<file path="config.mk">
export PLATFORM = sky130hd
export DESIGN_NAME = tap_instr_unit
export DESIGN_NICKNAME = d
export VERILOG_FILES = /design/src/rtl/tap_instr_pkg.sv /design/src/rtl/tap_ir_stage.sv /design/src/rtl/tap_ir_decode.sv /design/src/rtl/tap_data_regs.sv /design/src/rtl/tap_instr_unit.sv
export SDC_FILE = /design/constraint.sdc
export NUM_CORES = 1
export LEC_CHECK = 0
export ABC_AREA = 1
export CORE_MARGIN = 5
export CORE_UTILIZATION = 43
export DETAILED_ROUTE_END_ITERATION = 10
export PLACE_DENSITY_LB_ADDON = 0.3
export SLEW_MARGIN = 40
export SYNTH_ARGS = -nofsm -noshare
export SYNTH_HDL_FRONTEND = slang
export SYNTH_SLANG_ARGS = --single-unit
</file>
<file path="constraint.sdc">
create_clock -name tck -period 2.5 [get_ports tck]
set_input_delay 0.625 -clock tck [delete_from_list [all_inputs] [get_ports tck]]
set_output_delay 0.625 -clock tck [all_outputs]
set_load 0.005 [all_outputs]
</file>
<file path="src/rtl/tap_instr_pkg.sv">
package tap_instr_pkg;
  localparam int IR_W = 3;

  localparam logic [IR_W-1:0] OP_EXTEST = 3'b000;
  localparam logic [IR_W-1:0] OP_HIGHZ  = 3'b010;
  localparam logic [IR_W-1:0] OP_CLAMP  = 3'b011;
  localparam logic [IR_W-1:0] OP_SAMPLE = 3'b100;
  localparam logic [IR_W-1:0] OP_IDCODE = 3'b110;
  localparam logic [IR_W-1:0] OP_BYPASS = 3'b111;

  localparam logic [IR_W-1:0] IR_CAPTURE = 3'b001;

  typedef struct packed {
    logic bsr;
    logic byp;
    logic id;
  } path_sel_t;

  typedef struct packed {
    logic drive;
    logic hiz;
    logic hold;
  } pin_ctl_t;
endpackage

</file>
<file path="src/rtl/tap_ir_stage.sv">
module tap_ir_stage
  import tap_instr_pkg::*;
#(
  parameter logic [IR_W-1:0] CAP_PAT = IR_CAPTURE,
  parameter logic [IR_W-1:0] RST_OP  = OP_IDCODE
) (
  input  logic            tck,
  input  logic            tdi,
  input  logic            st_tlr,
  input  logic            st_cap,
  input  logic            st_sh,
  input  logic            st_upd,
  output logic            sh_lsb,
  output logic [IR_W-1:0] instr
);
  logic [IR_W-1:0] sh_q;

  // Shift stage acts on the rising edge.
  always_ff @(posedge tck) begin
    if (st_tlr)      sh_q <= CAP_PAT;
    else if (st_cap) sh_q <= CAP_PAT;
    else if (st_sh)  sh_q <= {tdi, sh_q[IR_W-1:1]};
  end

  // Parallel instruction acts on the falling edge.
  always_ff @(negedge tck) begin
    if (st_tlr)      instr <= RST_OP;
    else if (st_upd) instr <= sh_q;
  end

  assign sh_lsb = sh_q[0];


  ir_shift_chk: assert property (@(posedge tck) disable iff (st_tlr)
    (st_sh && !st_cap) |=> sh_q == {$past(tdi), $past(sh_q[IR_W-1:1])});

  ir_capture_chk: assert property (@(posedge tck) disable iff (st_tlr)
    st_cap |=> sh_q[1:0] == 2'b01);

  ir_update_chk: assert property (@(negedge tck) disable iff (st_tlr)
    st_upd |=> instr == $past(sh_q));

  ir_reset_chk: assert property (@(negedge tck)
    st_tlr |=> instr == RST_OP);
endmodule

</file>
<file path="src/rtl/tap_ir_decode.sv">
module tap_ir_decode
  import tap_instr_pkg::*;
(
  input  logic [IR_W-1:0] instr,
  output path_sel_t       sel,
  output pin_ctl_t        pins
);
  always_comb begin
    sel  = '0;
    pins = '0;
    case (instr)
      OP_EXTEST: begin sel.bsr = 1'b1; pins.drive = 1'b1; end
      OP_SAMPLE: sel.bsr = 1'b1;
      OP_IDCODE: sel.id = 1'b1;
      OP_HIGHZ:  begin sel.byp = 1'b1; pins.hiz = 1'b1; end
      OP_CLAMP:  begin sel.byp = 1'b1; pins.drive = 1'b1; pins.hold = 1'b1; end
      default:   sel.byp = 1'b1;
    endcase
  end
endmodule

</file>
<file path="src/rtl/tap_data_regs.sv">
module tap_data_regs #(
  parameter logic [10:0] MAKER   = 11'h0A5,
  parameter logic [15:0] PART    = 16'h1C3B,
  parameter logic [3:0]  VERSION = 4'h2
) (
  input  logic tck,
  input  logic tdi,
  input  logic st_tlr,
  input  logic st_cap_dr,
  input  logic st_sh_dr,
  input  logic sel_byp,
  input  logic sel_id,
  output logic byp_so,
  output logic id_so
);
  localparam int ID_W = 1 + $bits(MAKER) + $bits(PART) + $bits(VERSION);
  localparam logic [ID_W-1:0] ID_VAL = {VERSION, PART, MAKER, 1'b1};

  logic            byp_q;
  logic [ID_W-1:0] id_q;

  always_ff @(posedge tck) begin
    if (sel_byp) begin
      if (st_cap_dr)     byp_q <= 1'b0;
      else if (st_sh_dr) byp_q <= tdi;
    end
  end

  always_ff @(posedge tck) begin
    if (sel_id) begin
      if (st_cap_dr)     id_q <= ID_VAL;
      else if (st_sh_dr) id_q <= {tdi, id_q[ID_W-1:1]};
    end
  end

  assign byp_so = byp_q;
  assign id_so  = id_q[0];


  byp_capture_chk: assert property (@(posedge tck) disable iff (st_tlr)
    (sel_byp && st_cap_dr) |=> !byp_q);

  id_capture_chk: assert property (@(posedge tck) disable iff (st_tlr)
    (sel_id && st_cap_dr) |=> id_q == ID_VAL);

  id_shift_chk: assert property (@(posedge tck) disable iff (st_tlr)
    (sel_id && st_sh_dr && !st_cap_dr) |=> id_q[ID_W-1] == $past(tdi));
endmodule

</file>
<file path="src/rtl/tap_instr_unit.sv">
module tap_instr_unit
  import tap_instr_pkg::*;
#(
  parameter logic [10:0] MAKER   = 11'h0A5,
  parameter logic [15:0] PART    = 16'h1C3B,
  parameter logic [3:0]  VERSION = 4'h2
) (
  input  logic        tck,
  input  logic        tdi,
  input  logic        st_tlr,
  input  logic        st_cap_ir,
  input  logic        st_sh_ir,
  input  logic        st_upd_ir,
  input  logic        st_cap_dr,
  input  logic        st_sh_dr,
  input  logic        bsr_so,
  output logic [2:0]  instr,
  output logic        sel_bsr,
  output logic        sel_byp,
  output logic        sel_id,
  output logic        drv_bsr,
  output logic        out_hiz,
  output logic        out_hold,
  output logic        tdo,
  output logic        tdo_oe
);
  logic      ir_lsb;
  logic      byp_so;
  logic      id_so;
  logic      dr_bit;
  path_sel_t sel;
  pin_ctl_t  pins;

  tap_ir_stage u_ir (
    .tck    (tck),
    .tdi    (tdi),
    .st_tlr (st_tlr),
    .st_cap (st_cap_ir),
    .st_sh  (st_sh_ir),
    .st_upd (st_upd_ir),
    .sh_lsb (ir_lsb),
    .instr  (instr)
  );

  tap_ir_decode u_dec (
    .instr (instr),
    .sel   (sel),
    .pins  (pins)
  );

  tap_data_regs #(
    .MAKER   (MAKER),
    .PART    (PART),
    .VERSION (VERSION)
  ) u_dr (
    .tck       (tck),
    .tdi       (tdi),
    .st_tlr    (st_tlr),
    .st_cap_dr (st_cap_dr),
    .st_sh_dr  (st_sh_dr),
    .sel_byp   (sel.byp),
    .sel_id    (sel.id),
    .byp_so    (byp_so),
    .id_so     (id_so)
  );

  always_comb begin
    if (sel.bsr)     dr_bit = bsr_so;
    else if (sel.id) dr_bit = id_so;
    else             dr_bit = byp_so;
  end

  always_ff @(negedge tck) begin
    tdo_oe <= st_sh_ir | st_sh_dr;
    if (st_sh_ir)      tdo <= ir_lsb;
    else if (st_sh_dr) tdo <= dr_bit;
    else               tdo <= 1'b0;
  end

  assign sel_bsr  = sel.bsr;
  assign sel_byp  = sel.byp;
  assign sel_id   = sel.id;
  assign drv_bsr  = pins.drive;
  assign out_hiz  = pins.hiz;
  assign out_hold = pins.hold;


  path_onehot_chk: assert property (@(posedge tck) disable iff (st_tlr)
    $countones({sel_bsr, sel_byp, sel_id}) == 1);

  hold_drive_chk: assert property (@(posedge tck) disable iff (st_tlr)
    out_hold |-> (drv_bsr && !out_hiz && sel_byp));

  oe_follow_chk: assert property (@(negedge tck)
    (st_sh_ir || st_sh_dr) |=> tdo_oe);

  bsr_pass_chk: assert property (@(negedge tck) disable iff (st_tlr)
    (st_sh_dr && !st_sh_ir && sel_bsr) |=> tdo == $past(bsr_so));
endmodule

</file>
==> results.cfg <==
[run_status]
result_of_the_run = finished with violations
failed_checks = negative setup slack

[clock_tree]
clock_tree.buffer_depth = 2
cts_root_buffer = clkbuf_8
cts.clk_slew.worst_paths_ns = 0.07
cts_buffers = 5
hold_buffers = 0
clk_latency_ns = 0.35
cts_tree = built
cts_htree_levels = 2
clkSinkCount = 41

[setup_path]
worst_ep_required_time_ns = 1.88
worstSetupStartpoint = u_ir.instr[1]
setup.worst_path.start_class = flop
crit_arrival_ns = 2.41
critical_path.reg2reg.startpoint = u_ir.instr[1]
worst_setup_path_end_kind = primary output
worst-path-max-fanout = 5
setup.worst_path.class = flop to primary output

[sta]
rsz0062_at_grt = true
final-max-slew-violation-count = 0
finalClockSkew_ns = 0.0693
tightest_slew_ns = 0.373
fin_ws_ns = -0.536
report.final.hold_viol_count = 0
timing.hold.ws_ns = 0.493
slew_headroom = 0.751
finalSetupViolations = 43

[logic_synthesis]
syn-cell-area_um2 = 1580
netlist_top_cells_area = edfxtp_1 (63%), dfxtp_1 (10%), nor2_1 (6.9%)
synthArstFlopShare = 0
ys_seq_area_frac = 0.727
yosys-mux-area-fraction = 0
ys_top_cells_by_count = edfxtp_1 (33), nor2_1 (29), inv_1 (24)
netlist_cell_types = 13
synthesis.nets = 150
synthAdderAreaFrac = 0
synthFlopType = edfxtp_1
ys_warn_count = 0
synth.avg_cell_area_um2 = 11.2
synth_edf_count = 33
most_frequent_cell_after_synthesis = edfxtp_1
compound_gate_portion_of_the_synthesized_area = 0.0316
synthesized_area_fraction_occupied_by_xor_and_xnor_cells = 0
synthSimpleGateAreaFrac = 0.169
synth.largest_area_cell = edfxtp_1
synth-seq-cells = 41
synth_top_family_by_area = simple AND/OR/NAND/NOR gates
postSynthCellCount = 141
synthDominantCellAreaShare = 0.626

[finish]
n_antenna_cell = 0
filler_cells = 302
final_util = 0.613
fraction_of_layout_instances_using_a_drive_strength_above_1 = 0.297
fin_nets = 204
area_growth_syn_to_layout_pct = 39.7
final_area_um2 = 2210
finalNonFillerCells = 243

[floorplan]
die_y_um = 70.7
die_area_um2 = 5000
initial_utilization = 0.439
die_width_um = 70.7
floorplan.rows = 22
fp.coreArea_um2 = 3610
num_io_pins = 20

[placement]
count_of_input_and_output_buffers = 19
dp_cells = 220
hpwlAfterDp_mm = 1.83
gp_congestion = 0.824
detailed_place.area_um2 = 1980

[grt]
grt_max_degree = 23
global_route_wire_length_before_repair_mm = 4.90
total_routing_usage_reported_by_global_routing = 0.125
grt.overflow.total = 0
number_of_antenna_violations_at_the_first_check_in_global_routing = 0
grt_pass1_vias = 1154

[drt]
first_pass_iters = 4
drt_drc_violations_left = 0
drt-total-wl_mm = 2.91
routed_via_density = 4.53
vias = 1102
drc_violation_total_after_the_first_tritonroute_iteration = 37
route.detailed.wl_per_inst_um = 12.0
antenna_left = 0

[power_and_ir_drop]
static_power_due_to_leakage_nw = 0.967
irDropWorstVdd_v = 0.000604
p_per_area_nw_per_um2 = 651

[job]
max_cap_viol_count = 0

[hold_path]
min_path_type = flop to flop
hold_path_startpoint = u_ir.sh_q[0]
## stage by stage
step / total power [mW] / setup TNS, ns / setup slack (ns)
final: 1.44 / -14.85 / -0.536
after CTS: 1.45 / -8.73 / -0.553
after floorplan: 0.908 / -5.38 / -0.167
after global placement: 0.999 / -4.97 / -0.479
after detailed placement: 1.01 / -5.59 / -0.556
after global routing: 1.52 / -17.76 / -0.592
## path summary, 6_finish.rpt
check                 endpoint  slack, ns  cells past startpoint
setup / recovery       drv_bsr      -0.54                      5
hold / removal    u_ir.sh_q[0]       0.49                      2
setup reg to reg  u_dr.id_q[2]      -0.40                      8
hold reg to reg   u_ir.sh_q[0]       0.49                      2
## sequential cells by signal, indices dropped and copies added, names as in the netlist
name and flops:
tdo_oe 1, u_ir.sh_q 3, u_dr.byp_so 1, u_ir.instr 3, tdo 1, u_dr.id_q 32
## area by class of cell
class	instances	area, µm²	share of cell area
multi-input cells	71	367	0.166
flip-flops and latches	41	1160	0.525
clock inverters	5	18.8	0.00848
repair buffers	46	434	0.196
well taps	48	60.1	0.0271
clock buffers	7	76.3	0.0345
inverters	25	93.8	0.0424
## worst max-delay path, stage by stage, from the launching register on
cell	delay (ns)
dfxtp_4	0.35
buf_6	0.12
nor2_4	0.08
nand2_1	0.06
o21ai_1	0.08
buf_2	0.14
## metal layers
| metal | GRT usage | wire [µm] | vias to the layer above |
|---|---|---|---|
| li1 | - | - | 555 |
| met1 | 0.148 | 1250 | 517 |
| met2 | 0.205 | 1440 | 26 |
| met3 | 0.0497 | 163 | 4 |
| met4 | 0.0501 | 53 | 0 |
| met5 | 0 | 0 | - |
## cells in the final DEF, fill, tap and decap left out, types with 3 or more instances in the layout
cell type	netlist	layout
edfxtp_1	33	33
inv_1	24	27
nor2_1	29	26
buf_4	1	16
nand2_1	15	14
buf_6	0	13
or2_1	11	11
clkdlybuf4s50_1	0	8
clkbuf_8	0	5
buf_2	2	5
dfxtp_1	8	5
a21oi_1	5	4
o21ai_0	5	4
inv_2	2	3
or2_2	3	3
dfxtp_4	0	3
## logic make-up after synthesis
kind of cell           count (synthesis)
buffers and inverters                 29
DFF                                   41
AOI/OAI and AO/OA                     10
and+or+nand+nor                       61
## where the power goes
group / internal, mW / leakage, nW / switching [mW]
combinational: 0.112 / 0.528 / 0.0929
sequential: 0.793 / 0.374 / 0.0165
clock: 0.203 / 0.0649 / 0.223
## repair_timing
item / 4_1_cts / 5_1_grt
setup buffers: 10 / 4
endpoints found under the setup margin: 43 / 44
hold endpoints to repair: 0 / 0
cloned: 2 / 0
pin swaps: 4 / 5
resized for setup: 65 / 11
Power figures use the tool's default switching activity.
